[config.mk]
export PLATFORM = sky130hd
export DESIGN_NAME = addr_window_cs
export DESIGN_NICKNAME = d
export VERILOG_FILES = /design/src/rtl/addr_win_pkg.sv /design/src/rtl/addr_win_regs.sv /design/src/rtl/addr_win_match.sv /design/src/rtl/addr_win_csgen.sv /design/src/rtl/addr_window_cs.sv
export SDC_FILE = /design/constraint.sdc
export NUM_CORES = 1
export LEC_CHECK = 0
export BUFFER_PORTS_ARGS = -buffer_cell sky130_fd_sc_hd__buf_2
export CORE_MARGIN = 3
export CORE_UTILIZATION = 55
export CTS_CLUSTER_SIZE = 10
export DETAILED_ROUTE_END_ITERATION = 8
export GPL_TIMING_DRIVEN = 0
export MAX_ROUTING_LAYER = met4
export PLACE_DENSITY = 0.76
export SLEW_MARGIN = 0
export SYNTH_ARGS = -nofsm -noshare
export SYNTH_HDL_FRONTEND = slang
export SYNTH_SLANG_ARGS = --single-unit
[constraint.sdc]
create_clock -name clk -period 3.1 [get_ports clk]
set_input_delay 0.62 -clock clk [delete_from_list [all_inputs] [get_ports clk]]
set_output_delay 0.62 -clock clk [all_outputs]
set_load 0.02 [all_outputs]
[src/rtl/addr_win_pkg.sv]
package addr_win_pkg;
  localparam int CTRL_W     = 9;
  localparam int SZ_W       = 4;
  localparam int SEL_EN_BIT = 4;
  localparam int CFG_AW     = 4;
  localparam logic [CFG_AW-1:0] CFG_OPT_ADDR = 4'd7;
  localparam int CFG_WIN_BASE = 8;

  typedef struct packed {
    logic       rdy_pol;
    logic       rdy_en;
    logic       rw_dly;
    logic       long_stb;
    logic       tri_gap;
    logic [3:0] waits;
  } bus_ctrl_t;
endpackage

[src/rtl/addr_win_regs.sv]
module addr_win_regs
  import addr_win_pkg::*;
#(
  parameter int NUM_WIN  = 4,
  parameter int ADDR_W   = 24,
  parameter int MIN_LOG2 = 12,
  parameter logic [CTRL_W-1:0] RST_CTRL = 9'h00F,
  localparam int BASE_W  = ADDR_W - MIN_LOG2
) (
  input  logic                               clk,
  input  logic                               rst,
  input  logic                               cfg_we,
  input  logic [CFG_AW-1:0]                  cfg_sel,
  input  logic [ADDR_W-1:0]                  cfg_wdata,
  output logic [NUM_WIN:0][CTRL_W-1:0]       ctrl_set,
  output logic [NUM_WIN-1:0][BASE_W-1:0]     win_base,
  output logic [NUM_WIN-1:0][SZ_W-1:0]       win_sz,
  output logic [NUM_WIN-1:0]                 win_en,
  output logic                               cs_align
);
  logic unused_wdata;
  assign unused_wdata = ^cfg_wdata[MIN_LOG2-1:SEL_EN_BIT+1];

  for (genvar k = 0; k <= NUM_WIN; k++) begin : g_ctrl
    always_ff @(posedge clk) begin
      if (rst)
        ctrl_set[k] <= RST_CTRL;
      else if (cfg_we && cfg_sel == CFG_AW'(k))
        ctrl_set[k] <= cfg_wdata[CTRL_W-1:0];
    end
  end

  for (genvar w = 0; w < NUM_WIN; w++) begin : g_win
    localparam logic [CFG_AW-1:0] WADDR = CFG_AW'(CFG_WIN_BASE + w);
    always_ff @(posedge clk) begin
      if (rst) begin
        win_base[w] <= '0;
        win_sz[w]   <= '0;
        win_en[w]   <= 1'b0;
      end else if (cfg_we && cfg_sel == WADDR) begin
        win_base[w] <= cfg_wdata[ADDR_W-1:MIN_LOG2];
        win_sz[w]   <= cfg_wdata[SZ_W-1:0];
        win_en[w]   <= cfg_wdata[SEL_EN_BIT];
      end
    end
  end

  always_ff @(posedge clk) begin
    if (rst)
      cs_align <= 1'b0;
    else if (cfg_we && cfg_sel == CFG_OPT_ADDR)
      cs_align <= cfg_wdata[0];
  end
endmodule

[src/rtl/addr_win_match.sv]
module addr_win_match
  import addr_win_pkg::*;
#(
  parameter int NUM_WIN  = 4,
  parameter int ADDR_W   = 24,
  parameter int MIN_LOG2 = 12,
  localparam int BASE_W  = ADDR_W - MIN_LOG2,
  localparam int IDX_W   = $clog2(NUM_WIN + 1)
) (
  input  logic [ADDR_W-1:0]              addr,
  input  logic [NUM_WIN-1:0][BASE_W-1:0] win_base,
  input  logic [NUM_WIN-1:0][SZ_W-1:0]   win_sz,
  input  logic [NUM_WIN-1:0]             win_en,
  output logic [NUM_WIN-1:0]             hit,
  output logic [IDX_W-1:0]               pick
);
  for (genvar w = 0; w < NUM_WIN; w++) begin : g_cmp
    logic [BASE_W-1:0] keep;
    always_comb begin
      for (int b = 0; b < BASE_W; b++)
        keep[b] = (b >= int'(win_sz[w]));
    end
    assign hit[w] = win_en[w] &&
                    (((addr[ADDR_W-1:MIN_LOG2] ^ win_base[w]) & keep) == '0);
  end

  // fixed order: a higher window index overrides every lower one
  always_comb begin
    pick = '0;
    for (int w = 0; w < NUM_WIN; w++)
      if (hit[w]) pick = IDX_W'(w + 1);
  end
endmodule

[src/rtl/addr_win_csgen.sv]
module addr_win_csgen #(
  parameter int NUM_CS = 5,
  localparam int IDX_W = $clog2(NUM_CS)
) (
  input  logic              clk,
  input  logic              rst,
  input  logic              start,
  input  logic              stop,
  input  logic [IDX_W-1:0]  idx,
  input  logic              long_stb,
  input  logic              align,
  output logic [NUM_CS-1:0] cs_n,
  output logic              lat_stb
);
  logic [NUM_CS-1:0] cs_rise;
  logic [NUM_CS-1:0] cs_fall;
  logic              stb_ext;

  always_ff @(posedge clk) begin
    if (rst)
      cs_rise <= '1;
    else if (start)
      cs_rise <= ~(NUM_CS'(1) << idx);
    else if (stop)
      cs_rise <= '1;
  end

  // half-cycle-late copy for the default edge placement
  always_ff @(negedge clk) begin
    if (rst)
      cs_fall <= '1;
    else
      cs_fall <= cs_rise;
  end

  assign cs_n = align ? cs_rise : cs_fall;

  always_ff @(posedge clk) begin
    if (rst) begin
      lat_stb <= 1'b0;
      stb_ext <= 1'b0;
    end else if (start) begin
      lat_stb <= 1'b1;
      stb_ext <= long_stb;
    end else if (stop) begin
      lat_stb <= 1'b0;
      stb_ext <= 1'b0;
    end else if (stb_ext) begin
      stb_ext <= 1'b0;
    end else begin
      lat_stb <= 1'b0;
    end
  end
endmodule

[src/rtl/addr_window_cs.sv]
module addr_window_cs
  import addr_win_pkg::*;
#(
  parameter int NUM_WIN  = 4,
  parameter int ADDR_W   = 24,
  parameter int MIN_LOG2 = 12,
  parameter logic [CTRL_W-1:0] RST_CTRL = 9'h00F,
  localparam int IDX_W   = $clog2(NUM_WIN + 1),
  localparam int BASE_W  = ADDR_W - MIN_LOG2
) (
  input  logic              clk,
  input  logic              rst,
  input  logic              cfg_we,
  input  logic [3:0]        cfg_sel,
  input  logic [ADDR_W-1:0] cfg_wdata,
  input  logic              acc_start,
  input  logic              acc_end,
  input  logic [ADDR_W-1:0] acc_addr,
  output logic [IDX_W-1:0]  sel_idx,
  output logic [CTRL_W-1:0] sel_ctrl,
  output logic              lat_stb,
  output logic [NUM_WIN:0]  cs_n
);
  logic [NUM_WIN:0][CTRL_W-1:0]   ctrl_set;
  logic [NUM_WIN-1:0][BASE_W-1:0] win_base;
  logic [NUM_WIN-1:0][SZ_W-1:0]   win_sz;
  logic [NUM_WIN-1:0]             win_en;
  logic                           cs_align;
  logic [NUM_WIN-1:0]             win_hit;
  logic [IDX_W-1:0]               pick;
  bus_ctrl_t                      pick_ctrl;

  addr_win_regs #(
    .NUM_WIN(NUM_WIN), .ADDR_W(ADDR_W), .MIN_LOG2(MIN_LOG2), .RST_CTRL(RST_CTRL)
  ) u_regs (
    .clk(clk), .rst(rst), .cfg_we(cfg_we), .cfg_sel(cfg_sel), .cfg_wdata(cfg_wdata),
    .ctrl_set(ctrl_set), .win_base(win_base), .win_sz(win_sz), .win_en(win_en),
    .cs_align(cs_align)
  );

  addr_win_match #(
    .NUM_WIN(NUM_WIN), .ADDR_W(ADDR_W), .MIN_LOG2(MIN_LOG2)
  ) u_match (
    .addr(acc_addr), .win_base(win_base), .win_sz(win_sz), .win_en(win_en),
    .hit(win_hit), .pick(pick)
  );

  assign pick_ctrl = bus_ctrl_t'(ctrl_set[pick]);

  always_ff @(posedge clk) begin
    if (rst) begin
      sel_idx  <= '0;
      sel_ctrl <= RST_CTRL;
    end else if (acc_start) begin
      sel_idx  <= pick;
      sel_ctrl <= pick_ctrl;
    end
  end

  addr_win_csgen #(.NUM_CS(NUM_WIN + 1)) u_cs (
    .clk(clk), .rst(rst), .start(acc_start), .stop(acc_end), .idx(pick),
    .long_stb(pick_ctrl.long_stb), .align(cs_align), .cs_n(cs_n), .lat_stb(lat_stb)
  );
endmodule

* Word-level counts from Yosys, hierarchy flattened
Cells that the tools add are included.
** Storage, ports and cells
- Word-level logic and storage cells :: 127
- Input bits :: 57
- Output and inout bits :: 18
- Register bits :: 138
** Operators by class
- Shift-type cells :: 1
- Reductions and logical operators :: 21
- Magnitude comparators :: 49
- Bitwise gates (word level) :: 10
- Equal/unequal tests :: 10
- Multiplexer cells :: 12
** Operators by type and width (count)
- $ge 3x4->1 const A :: 16
- $ge 4x4->1 const A :: 16
- $and 12x12->12 :: 4
- $logic_not 12->1 :: 4
- $xor 12x12->12 :: 4
- $ge 1x4->1 const A :: 8
- $ge 2x4->1 const A :: 8
- $bmux 9 s3 :: 1
- $eq 4x4->1 const B :: 4
- $mux 5 :: 3
- $logic_and 1x1->1 :: 14
- $mux 9 :: 1
- $eq 4x2->1 const B :: 2
- $eq 4x3->1 const B :: 2
- $not 5->5 :: 1
- $shl 1x3->5 const A :: 1
- $eq 4x1->1 const B :: 1
- $logic_not 4->1 :: 1
- $lt 3x4->1 const B :: 1
- $mux 1 :: 4
- $mux 2 :: 2
- $mux 3 :: 1
- $ne 3x3->1 const B :: 1
- $reduce_bool 2->1 :: 1
- 2 further kinds :: 2

* Depth between registers and ports, before layout
- Depth after elaboration :: 11
- Gate-level depth with buffers :: 10

* Hierarchy
Synthesis repeated with hierarchy kept, for this count alone.
** Second synthesis, totals
- Cells, all modules :: 669
- Area total of the unflattened synthesis :: 6671.4 sq um
** Modules (own cells, without submodules)
- addr_win_regs :: area each 4466.8 sq um, cells each 409, seq. area each 2282.2 sq um, times used 1
- addr_win_match :: area each 955.9 sq um, cells each 133, seq. area each 0.0 sq um, times used 1
- addr_window_cs :: area each 785.8 sq um, cells each 84, seq. area each 240.2 sq um, times used 1
- addr_win_csgen :: area each 462.9 sq um, cells each 43, seq. area each 240.2 sq um, times used 1

==> results.txt <==
- Run status: finished, violations left
* DRC violations left: 0
* First-pass iteration count of the detailed router: 6
- MaxCap Viol Count: 0
* Startpoint of the most critical register-to-register path: u_regs.win_sz[9]
- Crit path setup slack, layout: -215 ps
- Placed Cells incl. Taps: approximately 960
* Worst-path clk slew: 60 ps
- The number of antenna violations at the first check in global routing was 0.
* Area growth, synth to finish: 17.2%
* Final weighted congestion in routability-driven placement: ~0.9
- The critical path in this run is classified as register to output port.
* Slowest cell on the critical path: sky130_fd_sc_hd__dfxtp_1
- Worst Max-Slew Pin Slew: about 1100 ps
* Chip Width: about 110 um
- Headroom to the max-slew limit came out at around a quarter.
- Largest cells by area after synthesis: sky130_fd_sc_hd__dfxtp_1, sky130_fd_sc_hd__nand2_1, sky130_fd_sc_hd__a21oi_1, sky130_fd_sc_hd__mux2i_1, sky130_fd_sc_hd__xnor2_1
* Reg-to-reg endpoint: sel_ctrl[1]
* Count of cells along the worst register-to-register path: 9
* Number of max-slew violations in the final report: 0
- The synthesized design spends more area on one cell type than any other, namely sky130_fd_sc_hd__dfxtp_1.
- Counting flops with an async set or reset pin after synthesis yields a share of 0%.
- Number of synthesized flops with an enable pin: 0
- The routed design has roughly 18 mm of wire.
- Maximum number of pins on one net before global-route repair: 17
- After the first detailed-routing iteration, the DRC count stood at 560.
- In this run, CTS created clock tree buffers numbering 17.
* Share of layout cells above drive strength 1: around 13%
* Clock sink count: roughly 140
- The count of buffers added on input and output ports is 51.
- Following the worst setup path forward leads to its endpoint at cs_n[3].
* Count of placed standard cells in the final layout, fillers left out: a little under 1000
- Number of hold-slack violations in the final timing report: 0
- Number of global-route vias before repair: 5658
- Most frequent cells after synthesis: sky130_fd_sc_hd__nand2_1, sky130_fd_sc_hd__dfxtp_1, sky130_fd_sc_hd__a21oi_1
* Std-Cell Rows: 38
- The filler cells instantiated in the layout total roughly 930.
* Flop and latch count out of synthesis: between 100 and 150
- I/O pin cnt: 75
- Summed over all layers, the global routing overflow is 0.
* Worst endpoint required time: about 2500 ps
* Drt via density: about 5.8
- The repair_antennas step left the layout with diodes totalling 0.
- For this run, the number of Yosys warnings is 0.
- Total Nets Final: approximately 900
- Number of setup violations in the final report: 5
- Buffer cell driving the clock tree root: sky130_fd_sc_hd__clkbuf_16
- The worst hold path belongs to the class register to register.
- The worst setup path is launched from a register.
- Mapped cell area: between 0.006 and 0.007 mm^2
- Among all cell types in the netlist, the one instantiated most often is sky130_fd_sc_hd__nand2_1.
- After clock tree synthesis, the flow added hold-fix buffers numbering 0.
- In this run the remaining antenna-violating nets after routing total 0.
- In this run the worst setup path begins at u_cs.cs_fall[3].
- Data arrives at the worst endpoint at around 2700 ps.
* Number of vias in the routed layout: 5738
- CP max stage delay: about 300 ps
- CP endpoint kind: output port
- Total global routing track utilization: just over 30%
- The most used flip-flop cell after synthesis is sky130_fd_sc_hd__dfxtp_1.
- Post-synthesis cell type count: just over 60
- Number of levels in the clock H-tree: 4
- The floorplan step defined a core boundary enclosing around 0.011 mm^2.
- Standard cell area after detailed placement: between 0.006 and 0.007 mm^2
- Net Count, Synth: approximately 800
- Clock tree from TritonCTS: built
- Initial core utilization: around 57%
- Routed length per placed instance: roughly 18 um
* Buffer depth of the longest clock path: 2
- Clock insertion delay at the later pin of the skew report: between 400 and 500 ps
* Cell count after synthesis: ~760
- VDD sags by at most 387 uV.
* Max Fanout on Critical Path: 1
- Each instance of the synthesized netlist takes up on average 8.16 um^2.
- Area fraction of the dominant cell type after synthesis: 44.3%
- After clock tree synthesis, the setup repair step added 0 buffers.
* R2r setup slk: 350 ps
- Die Y: around 110 um
- Cell area power density: 571 mW/mm^2
- The wire-length estimate of the detail-placed layout is ~13 mm.
- Setup repair after global routing could not meet its margin everywhere.
- For this design the static power due to leakage is 2.83 nW.
- First-pass GRT wire length: 29.4 mm
- The signal on the critical path passes through mux2_4 > buf_6.
* Final Instance Area: 0.00731 mm^2
- Sequential-to-total area share from yosys stat: 44.3%
* Violations in the final reports: negative setup slack
* Floorplan die area: 0.0126 mm^2
- Worst clock skew on the final layout: between 20 and 30 ps
-- through the flow --
step / TNS [ps] / hold slack, ps / utilization (%) / worst slack, ps / power [mW]
4_1_cts: -1000 / 455 / 66.8 / -214 / 4.17
3_3_place_gp: -378 / 440 / 60.9 / -70.6 / 2.14
5_1_grt: -1140 / 465 / 66.8 / -243 / 4.30
6_report: -988 / 456 / 66.8 / -215 / 4.18
2_1_floorplan: 0 / 435 / - / 177 / 2.03
3_5_place_dp: -476 / 447 / 60.9 / -99.4 / 2.15
-- how the worst min path moves through the flow --
stage	from	to	depth (start not counted)
6_report	u_regs.ctrl_set[6]	u_regs.ctrl_set[6]	2
4_1_cts	u_regs.ctrl_set[4]	u_regs.ctrl_set[4]	2
2_1_floorplan	u_regs.ctrl_set[10]	u_regs.ctrl_set[10]	1
3_3_place_gp	sel_idx[1]	sel_idx[1]	2
5_1_grt	sel_idx[1]	sel_idx[1]	2
3_5_place_dp	u_regs.ctrl_set[4]	u_regs.ctrl_set[4]	2
-- cell families (layout without fill, tap and decap cells) --
| logic type | count (synthesis) | after routing | share of synthesized area (%) |
|---|---|---|---|
| flip-flops | 138 | 138 | 44.3 |
| buffers and inverters | 68 | 155 | 4.48 |
| XOR/XNOR | 48 | 48 | 6.74 |
| AO/OA/AOI/OAI | 185 | 185 | 18.8 |
| AND/OR/NAND/NOR | 295 | 295 | 20.7 |
| multiplexers | 30 | 30 | 4.92 |
-- per-layer routing --
layer  track usage, %  up-vias  routed length (um)
li1                 -     2750                   -
met1             36.5     2704                7630
met2             50.3      241                8760
met3             4.74       43                1300
met4             14.0        0                 557
met5                -        -                   0
-- worst max-delay path, delay by kind of cell, from the launching register on --
kind,cells,cell delay [ps]
buf+inv,1,130
flops,1,300
mux,1,270
-- flip-flops by register name, summed over array words and instances (netlist names), 3 cells and up --
| name | cells |
|---|---|
| sel_ctrl | 9 |
| sel_idx | 3 |
| u_cs.cs_fall | 5 |
| u_cs.cs_rise | 5 |
| u_regs.ctrl_set | 45 |
| u_regs.win_base | 48 |
| u_regs.win_en | 4 |
| u_regs.win_sz | 16 |
-- area by class of cell --
cell class | instances | area (um^2) | share of cell area (%)
buffer | 49 | 208 | 2.84
inverter | 18 | 67.6 | 0.925
multi-input combinational | 558 | 3200 | 43.7
clock inverter | 18 | 169 | 2.31
tap | 140 | 175 | 2.40
sequential | 138 | 2760 | 37.8
clock buffer | 19 | 443 | 6.06
timing repair buffer | 51 | 287 | 3.92
-- placed cells by master (no fill, tap or decap), types with 2 or more instances in the layout --
master,instances
sky130_fd_sc_hd__clkinv_2,6
sky130_fd_sc_hd__and3_1,7
sky130_fd_sc_hd__mux2_2,4
sky130_fd_sc_hd__nand2_1,188
sky130_fd_sc_hd__nor4_1,2
sky130_fd_sc_hd__mux2i_1,25
sky130_fd_sc_hd__a21oi_1,108
sky130_fd_sc_hd__nor2b_1,2
sky130_fd_sc_hd__nor3b_1,3
sky130_fd_sc_hd__xor2_1,22
sky130_fd_sc_hd__a221o_1,6
sky130_fd_sc_hd__a211o_1,13
sky130_fd_sc_hd__buf_6,7
sky130_fd_sc_hd__nor3_1,6
sky130_fd_sc_hd__o211ai_2,4
sky130_fd_sc_hd__buf_1,5
sky130_fd_sc_hd__inv_1,23
sky130_fd_sc_hd__nor2_1,40
sky130_fd_sc_hd__clkbuf_16,17
sky130_fd_sc_hd__clkinvlp_4,4
sky130_fd_sc_hd__bufinv_16,3
sky130_fd_sc_hd__clkbuf_1,38
sky130_fd_sc_hd__nand3b_1,16
sky130_fd_sc_hd__dfxtp_1,138
sky130_fd_sc_hd__nand3_1,11
sky130_fd_sc_hd__buf_2,50
sky130_fd_sc_hd__a211oi_1,2
sky130_fd_sc_hd__o32a_1,2
sky130_fd_sc_hd__and2_1,4
sky130_fd_sc_hd__o22ai_1,8
sky130_fd_sc_hd__or2_2,7
sky130_fd_sc_hd__or3_1,3
sky130_fd_sc_hd__o211ai_1,3
sky130_fd_sc_hd__a31oi_1,2
sky130_fd_sc_hd__o21ai_0,14
sky130_fd_sc_hd__xnor2_1,26
sky130_fd_sc_hd__o22a_1,2
-- what timing repair did --
action                     4_1_cts  5_1_grt
setup endpoints to repair        5        5
gates resized for setup         10        1
gates cloned                     0        0
-- power by group --
group	internal (mW)	switching [mW]	total [mW]
clock	1.28	0.789	2.07
sequential	1.80	0.0190	1.82
combinational	0.0940	0.188	0.282
total	3.18	0.996	4.18
(Power assumes the default switching activity.)
